$ cat config.mk
export PLATFORM = sky130hd
export DESIGN_NAME = ddr422_deinterleave
export DESIGN_NICKNAME = d
export VERILOG_FILES = /design/src/rtl/ddr422_deinterleave.sv
export SDC_FILE = /design/constraint.sdc
export NUM_CORES = 1
export LEC_CHECK = 0
export BUFFER_PORTS_ARGS = -buffer_cell sky130_fd_sc_hd__buf_2
export CORE_ASPECT_RATIO = 1.5
export CORE_MARGIN = 1.5
export CORE_UTILIZATION = 53
export DETAILED_ROUTE_END_ITERATION = 16
export PLACE_DENSITY = 0.76
export SKIP_LAST_GASP = 1
export SYNTH_ARGS = -nofsm -noshare
export SYNTH_HDL_FRONTEND = slang
export SYNTH_SLANG_ARGS = --single-unit
export TNS_END_PERCENT = 5
$ cat constraint.sdc
create_clock -name clk -period 1.5 [get_ports clk]
set_clock_uncertainty 0.1 [all_clocks]
set_input_delay 0.3 -clock clk [delete_from_list [all_inputs] [get_ports clk]]
set_output_delay 0.3 -clock clk [all_outputs]
set_load 0.05 [all_outputs]
$ cat src/rtl/ddr422_deinterleave.sv
module ddr422_deinterleave #(
  parameter int DW = 8
) (
  input  logic          clk,
  input  logic          rst_n,
  input  logic [1:0]    luma_edge_sel,
  input  logic [DW-1:0] ddr_data,
  output logic [DW-1:0] pix_y,
  output logic [DW-1:0] pix_c,
  output logic          pix_c_is_cr,
  output logic          pix_valid,
  output logic          trs_seen,
  output logic          trs_field,
  output logic          trs_vblank,
  output logic          trs_eav
);

  localparam logic [DW-1:0] ALL_ONES = '1;
  localparam logic [DW-1:0] ALL_ZERO = '0;

  logic [DW-1:0] fall_q, rise_q;
  logic [DW-1:0] pair_c, pair_y;
  logic [DW-1:0] s1_c, s1_y, s2_c, s2_y;
  logic          luma_on_rise;
  logic          primed, s1_v, s2_v, xy_pend, det, emit, cr_phase;

  always_ff @(negedge clk) fall_q <= ddr_data;
  always_ff @(posedge clk) rise_q <= ddr_data;

  assign luma_on_rise = (luma_edge_sel == 2'b11);
  assign pair_c = luma_on_rise ? fall_q   : rise_q;
  assign pair_y = luma_on_rise ? ddr_data : fall_q;

  always_ff @(posedge clk) begin
    s1_c <= pair_c;
    s1_y <= pair_y;
    s2_c <= s1_c;
    s2_y <= s1_y;
  end

  assign det = s2_v && s1_v &&
               (s2_c == ALL_ONES) && (s2_y == ALL_ZERO) &&
               (s1_c == ALL_ZERO) && s1_y[DW-1];

  assign emit = s2_v && !det && !xy_pend;

  always_ff @(posedge clk or negedge rst_n) begin
    if (!rst_n) begin
      primed  <= 1'b0;
      s1_v    <= 1'b0;
      s2_v    <= 1'b0;
      xy_pend <= 1'b0;
    end else begin
      primed  <= 1'b1;
      s1_v    <= primed;
      s2_v    <= s1_v;
      xy_pend <= det;
    end
  end

  always_ff @(posedge clk or negedge rst_n) begin
    if (!rst_n) begin
      pix_y       <= '0;
      pix_c       <= '0;
      pix_c_is_cr <= 1'b0;
      pix_valid   <= 1'b0;
      cr_phase    <= 1'b0;
      trs_seen    <= 1'b0;
      trs_field   <= 1'b0;
      trs_vblank  <= 1'b0;
      trs_eav     <= 1'b0;
    end else begin
      pix_y       <= s2_y;
      pix_c       <= s2_c;
      pix_c_is_cr <= cr_phase;
      pix_valid   <= emit;
      trs_seen    <= xy_pend;
      if (emit) cr_phase <= ~cr_phase;
      if (xy_pend) begin
        cr_phase   <= 1'b0;
        trs_field  <= s2_y[DW-2];
        trs_vblank <= s2_y[DW-3];
        trs_eav    <= s2_y[DW-4];
      end
    end
  end

endmodule

# [Word level (Yosys, flattened, before mapping)]
# Cells that the tools add are included.
[op_classes] addsub=0 n_mul=0 div=0 n_lt_le_gt_ge=0 eq_ne=2 shift=0 mux=4 bitwise_logic=1 n_reduce_logical=12
[op_table] op="$logic_not A8 Y1" count=2
[op_table] op="$mux W8" count=2
[op_table] op="$eq A8 B8 Y1 const B" count=1
[op_table] op="$logic_and A1 B1 Y1" count=7
[op_table] op="$eq A2 B2 Y1 const B" count=1
[op_table] op="$logic_not A1 Y1" count=2
[op_table] op="$mux W1" count=2
[op_table] op="$reduce_bool A2 Y1" count=1
[op_table] op="$not A1 Y1" count=1
[word_totals] reg_bits=75 latchBits=0 ram_bits=0 mem_bits_ro=0 input_bits=12 output_inout_bits=22 word_cells=38 memories=0

# [Longest topological paths before layout]
# Gate-level depths: netlist of run 1.
[depth] word_depth=10 ltp_mapped=4

==> results of run 1 <==
-- flip-flops by register name, indices dropped and copies added (netlist names), 8 cells and up --
register	flops
s1_c	8
rise_q	8
s1_y	8
s2_c	8
s2_y	8
pix_y	8
fall_q	8
pix_c	8
-- cell usage in the layout, fill, tap and decap left out --
cell	instances
buf_2	33
nor4_4	1
inv_1	8
nand2_1	1
dfrtp_1	27
nor2b_1	1
nand4_1	5
o311ai_1	1
a211oi_1	2
nand4bb_1	2
mux2_2	18
mux2_4	1
nor2_1	2
nor4_1	1
conb_1	1
nand3_1	1
nor4_2	3
clkinv_1	2
dlygate4sd3_1	9
nor3_1	2
nand2b_1	1
dfxtp_2	1
buf_12	1
buf_4	1
clkbuf_8	12
clkbuf_1	2
dfxtp_1	47
and3b_1	1
nand4b_1	1
-- metrics by stage --
stage	std cells	power (mW)	TNS [ns]
finish	231	4.07	-0.895
CTS	231	4.11	-0.803
floorplan	122	2.56	0
detailed placement	199	2.68	-0.217
global route	231	4.25	-1.29
global placement	199	2.66	-0.00545
-- layer usage --
layer	track usage (%)	share of wire, %	vias to the layer above
li1	-	-	553
met1	17.9	37	547
met2	28.9	55	35
met3	6.20	4.4	9
met4	10.8	2.7	0
met5	0	0	-
-- cell usage after synthesis --
master,instances
dfxtp_1,48
dfrtp_1,27
mux2_2,19
nand4_1,5
nor4_2,4
a211oi_1,2
nand4bb_1,2
nor2_1,2
nor3_1,2
and3b_1,1
buf_2,1
conb_1,1
inv_1,1
nand2_1,1
nand2b_1,1
nand3_1,1
nand4b_1,1
nor2b_1,1
nor4_1,1
o311ai_1,1
-- final timing paths --
check                                            to  cells past startpoint  slack [ns]
worst max-delay path                s1_y[6]$_DFF_P_                      1        -0.1
worst min register to register      s2_y[3]$_DFF_P_                      0        0.22
min in group asynchronous        pix_c[0]$_DFF_PN0_                      2        0.40
worst min-delay path                s1_y[1]$_DFF_P_                      2        0.12
max in group asynchronous       trs_eav$_DFFE_PN0P_                      2        0.52
worst max register to register      s1_y[6]$_DFF_P_                      1        -0.1
-- power by group --
part / switching [mW] / leakage, nW / internal (mW) / total [mW]
Sequential: 0.0909 / 0.730 / 2.16 / 2.25
Combinational: 0.252 / 0.314 / 0.124 / 0.376
Clock: 0.688 / 0.134 / 0.756 / 1.44
Total: 1.03 / 1.18 / 3.04 / 4.07
-- timing repair --
action | in CTS | in global routing
setup endpoints to repair | 17 | 19
pin swaps | 0 | 0
gates resized for setup | 1 | 2
hold endpoints to repair | 35 | 0
hold buffers | 9 | 0
-- logic make-up after synthesis --
logic type | synth area share (%)
AOI/OAI and AO/OA | 1.16
and+or+nand+nor | 8.11
DFF | 79.7
other | 0.183
muxes | 10.4
buffers and inverters | 0.426
-- final cells by class --
cell class	instances	share of cell area [%]
timing repair buffer	44	10.9
clock inverter	10	1.44
tap	43	2.07
multi-input combinational	45	16.1
sequential	75	62.9
clock buffer	14	6.63
==> qor_table.md, run 1 <==
| Metric | Reported |
|---|---|
| Status | complete, but fails checks |
| Failing checks | negative setup slack |
| Area of the multi-input gates | 420 um^2 |
| Total power per unit cell area | 1560 nW/um^2 |
| Setup fix buffers added after clock tree synthesis | 0 |
| Start of the worst register-to-register path | fall_q[6]$_DFF_N_ |
| Half-perimeter wire length after detailed placement | 2100 um |
| Post-synthesis register bit count | 75 |
| Largest net degree at the start of global routing | 28 |
| Wire length of the first global-routing pass | 5130 um |
| Endpoint required time on the critical path | 1.62 ns |
| Max transition margin | 61.9% |
| Category of the worst setup path capture point | register |
| Unique cell type count in the Yosys netlist | 20 |
| Post-Place Worst Slack | -0.0328 ns |
| Fraction of layout instances using a drive strength above 1 | 37.8% |
| Critical Path Start Type | register |
| Leftover overflow at the end of global routing | 0 |
| First DRT Iteration DRCs | 13 |
| Top cell type's share of synthesized area | 46.8% |
| Drt pass-1 iters | 4 |
| Hold Worst Slack | 0.122 ns |
| Hold crit path type | input port to register |
| Area after DPL | 2290 um^2 |
| Vertical die dimension | 79.2 um |
| Num ports | 34 |
| Antenna violations before repair | 0 |
| Setup-failing EPs final | 16 |
| Number of rows in the core area | 27 |
| Most area-hungry cell type in the Yosys netlist | dfxtp_1 |
| Later-pin clock latency in the skew report | 0.39 ns |
| Actual transition at the worst max-transition pin | 0.571 ns |
| Clock sink count | 75 |
| Setup repair after global routing missed its margin | yes |
| Number of nets at the end of the flow | 195 |
| Wirelength per Cell | 13.9 um |
| Vias in the first global route | 1148 |
| Minimum setup slack in the final design | -0.0963 ns |
| Post-detailed-route via-to-cell ratio | 4.95 |
| Die Footprint | 4260 um^2 |
| Max stage delay on crit path | 0.32 ns |
| Overall routing resource usage | 17.5% |
| Origin of the worst setup path | fall_q[6]$_DFF_N_ |
| Share of the core filled with cells | 70.7% |
| Worst setup path category | register to register |
| Chain of cells forming the critical path | mux2_4 |
| Register Area | 1640 um^2 |
| Total of fill cells in the finished design | 258 |
| CP max stage cell | dfxtp_2 |
| Number of endpoints with negative hold slack in the final report | 0 |
| Number of buffer and inverter stages on the critical path | 0 |
| Yosys warning count | 0 |
| Routed wire length | 3210 um |
| Library cell used as clock root buffer | clkbuf_8 |
| Post-synthesis sequential area ratio | 79.7% |
| Worst IR Drop VDD | 1.29 mV |
| Initial Util | 55.8% |
| Number of max-cap violations | 0 |
| CTS H-tree lvls | 3 |
| Pins over their slew limit | 0 |
| Crit-path leading delay family | flip-flops |
| Min-Delay Startpoint | ddr_data[1] |
| Post-route DRC | 0 |
| Net count after synthesis | 134 |
| Width of the die | 53.8 um |
| Critical Path AT | 1.71 ns |
| Synthesis-to-layout area growth | 26.9% |
| CTS tree | done |
| Final weighted congestion of routability-driven global placement | 0.820 |
| IO Port Bufs | 33 |
| Reg clk slew, reported paths | 0.07 ns |
| Post-Synthesis Cells | 122 |
| Finished Cell Area | 2610 um^2 |
| Number of nets with antenna violations after routing | 0 |
| Leakage power summed over all cells | 1.18 nW |
| Area of the core | 3680 um^2 |
| Number of CTS-inserted buffers | 9 |
| Syn_area_per_cell | 16.8 um^2 |
| Antenna cells | 0 |
| Post-Synthesis Cell Area | 2050 um^2 |
| Maximum fanout along the worst path | 2 |
| Cell types with the largest area share after synthesis | dfxtp_1 47%, dfrtp_1 33%, mux2_2 10% |
| Total via count in the routed design | 1144 |
| Buffer depth of the longest clock path | 2 |
Power figures use the tool's default switching activity.
==> run 2, diff against run 1 <==
SKIP_LAST_GASP = unset   (was 1)
==> qor_table.md, run 2 (synthesized netlist as in run 1, its figures left out) <==
| Metric | Reported | Change |
|---|---|---|
| Status | complete, but fails checks |  |
| Failing checks | negative setup slack |  |
| Later-pin clock latency in the skew report | 0.39 ns | about the same |
| Number of nets with antenna violations after routing | 0 | unchanged |
| CP max stage cell | dfxtp_2 |  |
| Worst IR Drop VDD | 1.30 mV | +0.30% |
| Wire length of the first global-routing pass | 5280 um | +2.8% |
| Wirelength per Cell | 14.1 um | +1.7% |
| Number of buffer and inverter stages on the critical path | 0 | unchanged |
| Hold Worst Slack | 0.122 ns | -0.000240 ns |
| CTS tree | done |  |
| Number of max-cap violations | 0 | unchanged |
| Final weighted congestion of routability-driven global placement | 0.820 | unchanged |
| Sum of negative setup slack | -0.936 ns | -0.0408 ns |
| Routed wire length | 3260 um | +1.7% |
| Post-route DRC | 0 | unchanged |
| Critical Path Start Type | register |  |
| Max transition margin | 62.0% | about the same |
| Area of the multi-input gates | 455 um^2 | +8.3% |
| Largest net degree at the start of global routing | 28 | unchanged |
| Drt pass-1 iters | 4 | unchanged |
| Number of endpoints with negative hold slack in the final report | 0 | unchanged |
| Cell-internal power | 3.05 mW | +0.24% |
| Global-route track usage on met3 | 6.39% | +0.19 points |
| Overall routing resource usage | 18.0% | +0.54 points |
| IO Port Bufs | 33 | unchanged |
| Chain of cells forming the critical path | mux2_4 |  |
| Pins over their slew limit | 0 | unchanged |
| Critical Path AT | 1.72 ns | about the same |
| Switching power as a share of total power | 25.4% | +0.065 points |
| Leakage power summed over all cells | 1.20 nW | +1.9% |
| Worst setup path category | register to register |  |
| Maximum fanout along the worst path | 2 | unchanged |
| Setup repair after global routing missed its margin | yes |  |
| Die Footprint | 4260 um^2 | unchanged |
| Number of rows in the core area | 27 | unchanged |
| Share of the core filled with cells | 71.8% | +1.1 points |
| Total via count in the routed design | 1146 | +0.17% |
| Area after DPL | 2290 um^2 | unchanged |
| Category of the worst setup path capture point | register |  |
| CTS H-tree lvls | 3 | unchanged |
| Post-detailed-route via-to-cell ratio | 4.96 | +0.17% |
| Number of CTS-inserted buffers | 9 | unchanged |
| Finished Cell Area | 2640 um^2 | +1.5% |
| Actual transition at the worst max-transition pin | 0.570 ns | -0.000508 ns |
| Leftover overflow at the end of global routing | 0 | unchanged |
| Most frequent cells in the layout | 44 x dfxtp_1, 33 x buf_2, 27 x dfrtp_1 |  |
| Register Area | 1640 um^2 | +0.23% |
| Reg clk slew, reported paths | 0.07 ns | about the same |
| GR peak layer | met2 |  |
| Vertical die dimension | 79.2 um | unchanged |
| Buffer depth of the longest clock path | 2 | unchanged |
| Total of fill cells in the finished design | 247 | -4.3% |
| Synthesis-to-layout area growth | 28.8% |  |
| Antenna cells | 0 | unchanged |
| Hold crit path type | input port to register |  |
| Fraction of layout instances using a drive strength above 1 | 40.4% | +2.7 points |
| Crit-path leading delay family | flip-flops |  |
| Library cell used as clock root buffer | clkbuf_8 |  |
| Half-perimeter wire length after detailed placement | 2100 um | unchanged |
| Internal reg-to-reg setup slack | -0.1 ns | about the same |
| Switching pwr | 1.04 mW | +0.58% |
| Num ports | 34 | unchanged |
| Relative contribution of sequential cells to total power | 55.3% | about the same |
| Relative contribution of combinational cells to total power | 9.4% | +0.2 points |
| Global routing met2 resource utilization | 29.5% | +0.61 points |
| Vias in the first global route | 1171 | +2.0% |
| Number of nets at the end of the flow | 195 | unchanged |
| Setup-failing EPs final | 16 | unchanged |
| Total power per unit cell area | 1550 nW/um^2 | -1.1% |
| Width of the die | 53.8 um | unchanged |
| Max stage delay on crit path | 0.32 ns | about the same |
| Endpoint required time on the critical path | 1.62 ns | about the same |
| Fraction of power consumed by the clock network | 35.3% | about the same |
| Area of the core | 3680 um^2 | unchanged |
| Routing usage on met1 | 18.0% | +0.13 points |
| Minimum setup slack in the final design | -0.0961 ns | +0.000162 ns |
| Antenna violations before repair | 0 | unchanged |
| Clock sink count | 75 | unchanged |
| Commonest non-fill, non-tap cell in the layout | dfxtp_1 |  |
| First DRT Iteration DRCs | 19 | +6 |
| Initial Util | 55.8% | unchanged |
| Post-Place Worst Slack | -0.0328 ns | unchanged |
## run 2: cell counts in the layout (fill, tap and decap cells not counted)
Identical to the previous run, type by type.
## run 2: layout make-up
class	instances	share of cell area, %
clock buffer	14	6.53
clock inverter	10	1.42
timing repair buffer	44	10.7
multi-input combinational	45	17.2
sequential	75	62.1
tap	43	2.04
## run 2: worst paths after layout
kind | from | to | cells after the start
max | fall_q[6]$_DFF_N_ | s1_y[6]$_DFF_P_ | 1
min | ddr_data[1] | s1_y[1]$_DFF_P_ | 2
max reg2reg | fall_q[6]$_DFF_N_ | s1_y[6]$_DFF_P_ | 1
min reg2reg | s1_y[3]$_DFF_P_ | s2_y[3]$_DFF_P_ | 0
max in group asynchronous | rst_n | trs_eav$_DFFE_PN0P_ | 2
min in group asynchronous | rst_n | pix_c[0]$_DFF_PN0_ | 2
## run 2: through the flow
| step | instances | power [mW] |
|---|---|---|
| floorplan | 122 | 2.56 |
| global placement | 199 | 2.66 |
| detailed placement | 199 | 2.68 |
| CTS | 231 | 4.11 |
| global route | 231 | 4.27 |
| finish | 231 | 4.08 |
## run 2: power by group through the flow
stage	Sequential [mW]	Combinational (mW)	Clock [mW]
5_1_grt	2.28	0.410	1.58
6_report	2.26	0.385	1.44
3_3_place_gp	2.28	0.349	0.0370
4_1_cts	2.25	0.380	1.48
2_1_floorplan	2.44	0.0834	0.0370
3_5_place_dp	2.29	0.359	0.0370
## run 2: timing repair
action / 4_1_cts / 5_1_grt
hold endpoints to repair: 35 / 0
resized for setup: 2 / 11
setup buffers: 0 / 0
endpoints found under the setup margin: 17 / 18
hold buffers: 9 / 0
pin swaps: 0 / 1
## run 2: per-layer routing
metal | vias up | part of all wire, %
li1 | 551 | -
met1 | 544 | 37
met2 | 39 | 55
met3 | 12 | 4.9
met4 | 0 | 3.4
met5 | - | 0
